`src/rtl/next_pc_sel.sv`:
```
module next_pc_sel #(
  parameter int PC_W  = 22,
  parameter int Z_W   = 16,
  parameter int OFF_W = 12
) (
  input  logic [PC_W-1:0]      cur_pc,
  input  logic [2:0]           kind,
  input  logic                 long_insn,
  input  logic [OFF_W-1:0]     rel_off,
  input  logic [PC_W-1:0]      abs_tgt,
  input  logic [Z_W-1:0]       zptr,
  input  logic [PC_W-Z_W-1:0]  ext_hi,
  output logic [PC_W-1:0]      next_pc
);
  localparam int EXT_W = PC_W - Z_W;

  typedef enum logic [2:0] {
    K_STEP = 3'd0,
    K_ABS  = 3'd1,
    K_PTR  = 3'd2,
    K_XPTR = 3'd3,
    K_REL  = 3'd4
  } kind_e;

  logic [PC_W-1:0] step_tgt, rel_tgt, ptr_tgt, xptr_tgt, k_ext;

  assign k_ext    = {{(PC_W-OFF_W){rel_off[OFF_W-1]}}, rel_off};
  assign step_tgt = cur_pc + {{(PC_W-2){1'b0}}, long_insn, ~long_insn};
  assign rel_tgt  = cur_pc + k_ext + PC_W'(1);
  assign ptr_tgt  = {{EXT_W{1'b0}}, zptr};
  assign xptr_tgt = {ext_hi, zptr};

  always_comb begin
    case (kind)
      K_ABS:   next_pc = abs_tgt;
      K_PTR:   next_pc = ptr_tgt;
      K_XPTR:  next_pc = xptr_tgt;
      K_REL:   next_pc = rel_tgt;
      default: next_pc = step_tgt;
    endcase
  end

  logic [PC_W-1:0] fwd, rel_diff;
  assign fwd      = next_pc - cur_pc;
  assign rel_diff = next_pc - cur_pc - PC_W'(1);

  always_comb begin
    if (kind == K_STEP && !long_insn)
      assert_step_one_R1: assert (fwd == PC_W'(1));
    if (kind == K_STEP && long_insn)
      assert_step_two_R2: assert (fwd == PC_W'(2));
    if (kind == K_ABS)
      assert_abs_load_R3: assert (next_pc == abs_tgt);
    if (kind == K_PTR)
      assert_ptr_zext_R4: assert (next_pc[PC_W-1:Z_W] == '0 && next_pc[Z_W-1:0] == zptr);
    if (kind == K_XPTR)
      assert_xptr_concat_R5: assert (next_pc[PC_W-1:Z_W] == ext_hi && next_pc[Z_W-1:0] == zptr);
    if (kind == K_REL)
      assert_rel_span_R6: assert (rel_diff[OFF_W-1:0] == rel_off &&
                                  (&rel_diff[PC_W-1:OFF_W-1] || ~|rel_diff[PC_W-1:OFF_W-1]));
    if (kind > K_REL)
      assert_spare_step_R8: assert (fwd == (long_insn ? PC_W'(2) : PC_W'(1)));
  end
endmodule

```
`config.mk`:
```
export PLATFORM = sky130hd
export DESIGN_NAME = next_pc_sel
export DESIGN_NICKNAME = d
export VERILOG_FILES = /design/src/rtl/next_pc_sel.sv
export SDC_FILE = /design/constraint.sdc
export NUM_CORES = 1
export LEC_CHECK = 0
export ABC_AREA = 1
export BUFFER_PORTS_ARGS = -buffer_cell sky130_fd_sc_hd__clkbuf_2
export CORE_MARGIN = 5
export CORE_UTILIZATION = 52
export DETAILED_ROUTE_END_ITERATION = 8
export GPL_ROUTABILITY_DRIVEN = 0
export PLACE_DENSITY_LB_ADDON = 0.05
export RECOVER_POWER = 25
export SLEW_MARGIN = 20
export SYNTH_ARGS = -nofsm -noshare
export SYNTH_HDL_FRONTEND = slang
export SYNTH_SLANG_ARGS = --single-unit
```
`constraint.sdc`:
```
create_clock -name vclk -period 3.2
set_input_delay 0.64 -clock vclk [all_inputs]
set_output_delay 0.64 -clock vclk [all_outputs]
set_load 0.01 [all_outputs]
```
==> impl_metrics.yaml, run 1 <==
layout:
  regArea_sq_um: 0
  seq_cells: 0
  area_delta_synth_final_pct: 25.5
  drive_above_1_share_pct: 25.4
  fin_nets: 700
  antenna_cells: 0
  final.clkbuf_count: 0
  finalNonFillerCells: 658
timing:
  final.setup.tns_ns: 0
  period_minus_slack_ns: 3.06
  slew_headroom_pct: 66.5
  finalHoldViolCount: 0
  fin_crit_sh_pct: 95.5
  grt_setup_unrepaired: "no"
  fmax_mhz: 327
  slew_violations: 0
  tightest_slew_ns: 0.499
  whs_ns: 1.60
  setup_viol: 0
grt:
  antenna_found_initial: 0
  grt_usage_pct: 28.0
  grt_first_pass_wirelength_um: 14600
  overflow: 0
  grt_pass1_vias: 3262
  grt_max_degree: 23
floorplanning:
  design.core.area_sq_um: 4750
  die_x_um: 80.1
  dieArea_sq_um: 6420
  io_pins: 104
  die_h_um: 80.1
  start_util_pct: 53.8
  rows: 25
critical_path:
  critPathRequiredTime_ns: 2.56
  worstPathArrival_ns: 2.42
  cp-start-kind: "input port"
  path_max_fanout: 3
  critical_path_class: "input port to output port"
  worstSetupEndpointType: "output port"
power_and_ir_drop:
  ir_drop_v: 0.0000809
  p_leak_uw: 0.00179
  p_total_uw: 511
  powerDensity_nw_per_um2: 159
route:
  vias: 3618
  wl_per_cell_um: 13.9
  route.detailed.drc: 0
  detail-route-antenna-nets: 0
  dr.pass1.iters: 5
  avgViaCountPerCell: 5.50
  drt_iter0_drc: 240
  drt-total-wl_um: 9170
cts:
  cts_setup_buffers: 0
synthesis:
  netlist_area_sq_um: 2560
  synthesis.nets: 591
  synth_largest_area_cell: "nand2_1"
  synth_common_cells: "nand2_1, inv_1, nand3_1, nor2_1, a21oi_1"
  synth.most_common_cell: "nand2_1"
  yosysTopAreaCellShare_pct: 23.6
  synthCells: 484
  yosys.cell_types.count: 40
  yosysWarnings: 0
  seq_area_frac_synth_pct: 0
  syn_area_per_cell_sq_um: 5.28
  synthTopCellsByArea: "nand2_1, ha_1, nand3_1"
job:
  drv_cap: 0
placed_design:
  portBuffers: 104
  placed_cells: 658
  place_hpwl_um: 8020
hold_path:
  min_path_type: "input port to output port"
outcome:
  status: "completed"
worst paths after layout:
check | from | to | slack, ns | cells past startpoint
min | abs_tgt[8] | next_pc[8] | 1.60 | 4
max | long_insn | next_pc[16] | 0.14 | 14
through the flow:
| step | worst slack, ns | util, % | cell area (sq um) |
|---|---|---|---|
| 2_1_floorplan | 0.309 | - | 2560 |
| 4_1_cts | 0.0856 | 67.3 | 3200 |
| 6_report | 0.143 | 67.5 | 3210 |
| 5_1_grt | 0.0000620 | 67.5 | 3210 |
| 3_5_place_dp | 0.105 | 67.3 | 3200 |
| 3_3_place_gp | 0.103 | 67.3 | 3200 |
kinds of logic after synthesis:
logic type | after synthesis | share of synthesized area, %
and+or+nand+nor | 299 | 53.2
buffers and inverters | 76 | 11.5
AOI/OAI and AO/OA | 69 | 17.3
adders and majority gates | 25 | 12.8
xor gates and xnor gates | 15 | 5.14
worst max-delay path, stage by stage:
cell,delay [ns]
clkbuf_2,0.09
inv_1,0.10
ha_2,0.19
inv_1,0.06
fa_2,0.38
nor2_4,0.15
nand2_4,0.08
nor2_8,0.11
inv_4,0.06
nor2_4,0.10
nand3_1,0.08
a21oi_1,0.19
a21oi_2,0.05
clkbuf_2,0.14
final cells by class:
| cell class | instances | area (sq um) |
|---|---|---|
| fill | 504 | 1550 |
| inverter | 70 | 265 |
| multi-input combinational | 408 | 2280 |
| tap | 67 | 83.8 |
| timing repair buffer | 113 | 584 |
report_power, final:
part	switching, uW	total [uW]	internal (uW)
clock network	0	0	0
registers	0	0	0
logic	313	511	198
layer usage:
layer	track usage (%)	part of all wire, %
met5	0	0
met4	6.76	2.9
met3	1.01	6.7
met2	49.9	48
met1	37.0	42
repair_timing:
| action | in CTS | in global routing |
|---|---|---|
| gates resized for setup | 0 | 7 |
| hold buffers | 0 | 0 |
| setup endpoints to repair | 0 | 8 |
cell usage in the layout, fill, tap and decap left out, types with 2 or more instances in the layout:
| cell | instances |
|---|---|
| nand2_1 | 161 |
| clkbuf_2 | 104 |
| inv_1 | 57 |
| nand3_1 | 52 |
| nor2_1 | 44 |
| a21oi_1 | 33 |
| ha_1 | 21 |
| inv_2 | 12 |
| nand4_1 | 12 |
| a22oi_1 | 10 |
| xor2_1 | 8 |
| buf_4 | 8 |
| a221oi_1 | 7 |
| o21ai_0 | 7 |
| xnor2_1 | 7 |
| nor2_4 | 4 |
| or2_2 | 4 |
| nand3b_1 | 4 |
| o21bai_1 | 2 |
| nor3_4 | 2 |
| nor3_2 | 2 |
| nand2_2 | 2 |
| or2_0 | 2 |
| nor3_1 | 2 |
| nor3b_1 | 2 |
| o21ai_1 | 2 |
| ha_2 | 2 |
Power figures use the tool's default switching activity.
==> run 2: changes to the inputs <==
Settings changed: REMOVE_ABC_BUFFERS from default to 1.
==> run 2 against run 1 <==
Effect of this change:
- setup slack got worse by 0.040 ns
- critical path type unchanged
- largest power group unchanged
- maximum frequency fell by 1.3%
- sequential share of layout area did not move
- worst hold slack got worse by 0.00098 ns
- wire length rose by 1.2%
- flip-flop and latch count did not move
- first-iteration DRC count rose by 48%
- highest routed layer unchanged
- via count fell by 0.41%
- die area did not move
- global-route usage fell by 0.50 points
==> impl_metrics.yaml, run 2 (synthesized netlist as in run 1, its figures left out) <==
power_and_ir_drop:
  internal_power_uw: 211
  switchingPower_uw: 321
  ir_drop_v: 0.0000949
  pwr-share-seq_pct: 0
  p_sw_share_pct: 60.3
  powerDensity_nw_per_um2: 161
  pwr-share-comb_pct: 100.0
  p_leak_uw: 0.00179
  clockPowerShare_pct: 0
outcome:
  status: "completed"
floorplanning:
  design.core.area_sq_um: 4750
  die_h_um: 80.1
  start_util_pct: 53.8
  die_x_um: 80.1
  dieArea_sq_um: 6420
  io_pins: 104
  rows: 25
hold_path:
  min_path_cells: 4
  hp-start: "zptr[3]"
  min_path_type: "input port to output port"
  min_to: "next_pc[3]"
critical_path:
  slowest_delay_ns: 0.38
  crit_buf_inv: 4
  worstPathArrival_ns: 2.46
  cp-start-kind: "input port"
  worstSetupStartpoint: "cur_pc[0]"
  worstSetupEndpointType: "output port"
  critical_path_class: "input port to output port"
  worst_path_max_delay_cell: "fa_1"
  path_max_fanout: 6
  path_cells: "clkbuf_2 > inv_1 > ha_1 > fa_1 > inv_1 > nand3_1 > nand3_2 > nand2_1 > nand2_1 > nand3_1 > nand3b_1 > nand3_1 > nand3_1 > clkbuf_2"
  critPathRequiredTime_ns: 2.56
  crit_top_cell: "nand3_1"
  crit_family: "simple AND/OR/NAND/NOR gates"
layout:
  final.clkbuf_count: 0
  mostFrequentLayoutCells: "nand2_1, clkbuf_2, inv_1, nand3_1, nor2_1"
  finalNonFillerCells: 661
  mostFrequentLayoutCell: "nand2_1"
  seq_cells: 0
  regArea_sq_um: 0
  nFillCells: 473
  drive_above_1_share_pct: 26.6
  area_delta_synth_final_pct: 28.9
  multi_input_area_sq_um: 2340
  fin_nets: 703
  antenna_cells: 0
grt:
  grt_usage_pct: 27.5
  antenna_found_initial: 0
  overflow: 0
  grt_first_pass_wirelength_um: 14400
  grt_max_degree: 23
  grt_pass1_vias: 3217
timing:
  final.setup.tns_ns: 0
  whs_ns: 1.59
  setup_viol: 0
  slew_violations: 0
  grt_setup_unrepaired: "no"
  tightest_slew_ns: 0.826
  period_minus_slack_ns: 3.10
  fmax_mhz: 323
  slew_headroom_pct: 44.8
  finalHoldViolCount: 0
  fin_crit_sh_pct: 96.8
route:
  route.detailed.drc: 0
  dr.pass1.iters: 5
  wl_per_cell_um: 14.0
  drt_iter0_drc: 354
  vias: 3603
  avgViaCountPerCell: 5.45
  detail-route-antenna-nets: 0
  drt-total-wl_um: 9280
job:
  drv_cap: 0
placed_design:
  place_hpwl_um: 7900
  placed_cells: 660
  portBuffers: 104
cts:
  hold_buffers: 0
==> run 2: per-stage QoR <==
step / utilization [%] / total power [uW] / worst slack, ns / instance area (sq um)
finish: 69.3 / 532 / 0.103 / 3300
global route: 69.3 / 592 / 0.00632 / 3300
CTS: 67.6 / 508 / 0.0443 / 3210
detailed placement: 67.6 / 506 / 0.0413 / 3210
global placement: 67.6 / 498 / 0.119 / 3210
floorplan: - / 316 / 0.286 / 2530
==> run 2: what timing repair did <==
item	CTS	global route
resized for setup	0	16
setup endpoints to repair	0	8
setup buffers	0	1
==> run 2: final cells by class <==
| type | instances | area share (%) |
|---|---|---|
| Multi-Input combinational cell | 408 | 71.0 |
| Timing Repair Buffer | 116 | 18.4 |
| Inverter | 70 | 8.05 |
| Tap cell | 67 | 2.54 |
==> run 2: layer usage <==
layer  vias up  global-route usage, %  routed length [um]
li1       1826                      -                   -
met1      1593                   37.4                3950
met2       176                   48.8                4490
met3         8                   2.13                 764
met4         0                   2.53                  68
met5         -                      0                   0
==> run 2: power by group through the flow <==
stage	combinational, uW	sequential [uW]	clock, uW
final	532	0	0
after global routing	592	0	0
after CTS	508	0	0
after detailed placement	506	0	0
after global placement	498	0	0
after floorplan	316	0	0
==> run 2: worst max path at each step <==
| stage | slack (ns) | to | cells after the start |
|---|---|---|---|
| 2_1_floorplan | 0.29 | next_pc[14] | 12 |
| 3_3_place_gp | 0.12 | next_pc[14] | 14 |
| 3_5_place_dp | 0.04 | next_pc[12] | 14 |
| 4_1_cts | 0.04 | next_pc[12] | 14 |
| 5_1_grt | 0.006 | next_pc[6] | 13 |
| 6_report | 0.10 | next_pc[14] | 14 |
==> run 3: changes to the inputs <==
Settings changed: SETUP_SLACK_MARGIN from default to 0.4.
==> run 3 against run 2 <==
Effect of this change:
- core utilization is 13 points higher
- wire length is 19% higher
- global-route usage is 4.1 points higher
- combinational power is 24% higher
- via count is 10% higher
- maximum frequency is 2.1% higher
- clock-buffer cell count stayed put
- design area is 19% higher
- non-clock buffer count is 22 higher
==> impl_metrics.yaml, run 3 (synthesized netlist as in run 1, its figures left out) <==
layout:
  regArea_sq_um: 0
  mostFrequentLayoutCell: "nand2_1"
  finalNonFillerCells: 684
  fin_nets: 726
  final.clkbuf_count: 0
  mostFrequentLayoutCells: "nand2_1, clkbuf_2, inv_1, nand3_1, nor2_1"
  area_delta_synth_final_pct: 52.8
  drive_above_1_share_pct: 39.1
  antenna_cells: 0
  seq_cells: 0
critical_path:
  path_cells: "buf_8 > inv_4 > ha_4 > inv_4 > fa_2 > nor2_4 > nand2_4 > nor2_8 > buf_6 > xor2_1 > nor2_1 > a21oi_1 > buf_2"
  crit_top_cell: "inv_4"
  cp-start-kind: "input port"
  worst_path_max_delay_cell: "fa_2"
  slowest_delay_ns: 0.36
  worstSetupEndpointType: "output port"
  crit_family: "adder cells"
  path_max_fanout: 3
  critPathRequiredTime_ns: 2.56
  crit_buf_inv: 5
  worstPathArrival_ns: 2.39
  critical_path_class: "input port to output port"
power_and_ir_drop:
  p_total_uw: 662
  p_leak_uw: 0.00199
  clockPowerShare_pct: 0
  powerDensity_nw_per_um2: 169
  internal_power_uw: 283
  ir_drop_v: 0.000108
  pwr-share-seq_pct: 0
  switchingPower_uw: 380
  p_sw_share_pct: 57.3
  pwr-share-comb_pct: 100.0
timing:
  period_minus_slack_ns: 3.03
  tightest_slew_ns: 0.845
  fin_crit_sh_pct: 94.8
  final.setup.tns_ns: 0
  slew_violations: 0
  fmax_mhz: 330
  slew_headroom_pct: 43.4
  setup_viol: 0
  finalHoldViolCount: 0
  grt_setup_unrepaired: "yes"
placed_design:
  portBuffers: 104
  placed_cells: 660
  place_hpwl_um: 7900
route:
  vias: 3965
  avgViaCountPerCell: 5.80
  wl_per_cell_um: 16.2
  dr.pass1.iters: 5
  drt_iter0_drc: 421
  drt-total-wl_um: 11100
  detail-route-antenna-nets: 0
  route.detailed.drc: 0
grt:
  overflow: 0
  grt_max_degree: 17
  grt_first_pass_wirelength_um: 16300
  grt_usage_pct: 31.6
  antenna_found_initial: 0
  grt_pass1_vias: 3577
floorplanning:
  rows: 25
  design.core.area_sq_um: 4750
  start_util_pct: 53.8
  io_pins: 104
  die_x_um: 80.1
  die_h_um: 80.1
  dieArea_sq_um: 6420
cts:
  hold_buffers: 0
job:
  drv_cap: 0
outcome:
  status: "completed"
hold_path:
  min_path_type: "input port to output port"
==> run 3: cell count changes in the layout (fill, tap and decap cells not counted), moves of 7 or more <==
cell      change
buf_2         +7
buf_4        +21
clkbuf_2     -16
ha_1         -10
ha_4         +15
nand2_1      -16
nand2_2      +13
nand3_1      -11
nand3_2       +9
==> run 3: worst paths after layout <==
kind                  start          end  slack (ns)  depth (start not counted)
hold / removal      zptr[3]   next_pc[3]        1.60                          4
setup / recovery  long_insn  next_pc[10]        0.17                         13
==> run 3: layer usage <==
metal	wire [um]	vias up	GRT usage, %
li1	-	1875	-
met1	4290	1794	40.5
met2	5400	239	57.4
met3	1000	57	2.47
met4	361	0	6.42
met5	0	-	0
==> run 3: through the flow <==
step           hold WS, ns  instance area (sq um)  worst slack, ns  utilization [%]
2_1_floorplan         1.42                   2530            0.286                -
3_3_place_gp          1.60                   3210            0.119             67.6
3_5_place_dp          1.60                   3210           0.0413             67.6
4_1_cts               1.60                   3680            0.214             77.5
5_1_grt               1.61                   3910            0.127             82.2
6_report              1.60                   3910            0.167             82.2
==> run 3: cell type report <==
class	instances	area [sq um]
inverters	70	273
multi-input cells	409	2710
repair buffers	138	841
well taps	67	83.8
fillers	330	847
==> run 3: what timing repair did <==
action | CTS | global route
setup buffers | 9 | 14
gates cloned | 1 | 0
pin swaps | 19 | 24
endpoints found under the setup margin | 18 | 20
resized for setup | 68 | 54
==> run 3: power by group through the flow <==
stage,clock network [uW],logic [uW],registers (uW)
5_1_grt,0,716,0
3_5_place_dp,0,506,0
2_1_floorplan,0,316,0
4_1_cts,0,590,0
3_3_place_gp,0,498,0
6_report,0,662,0
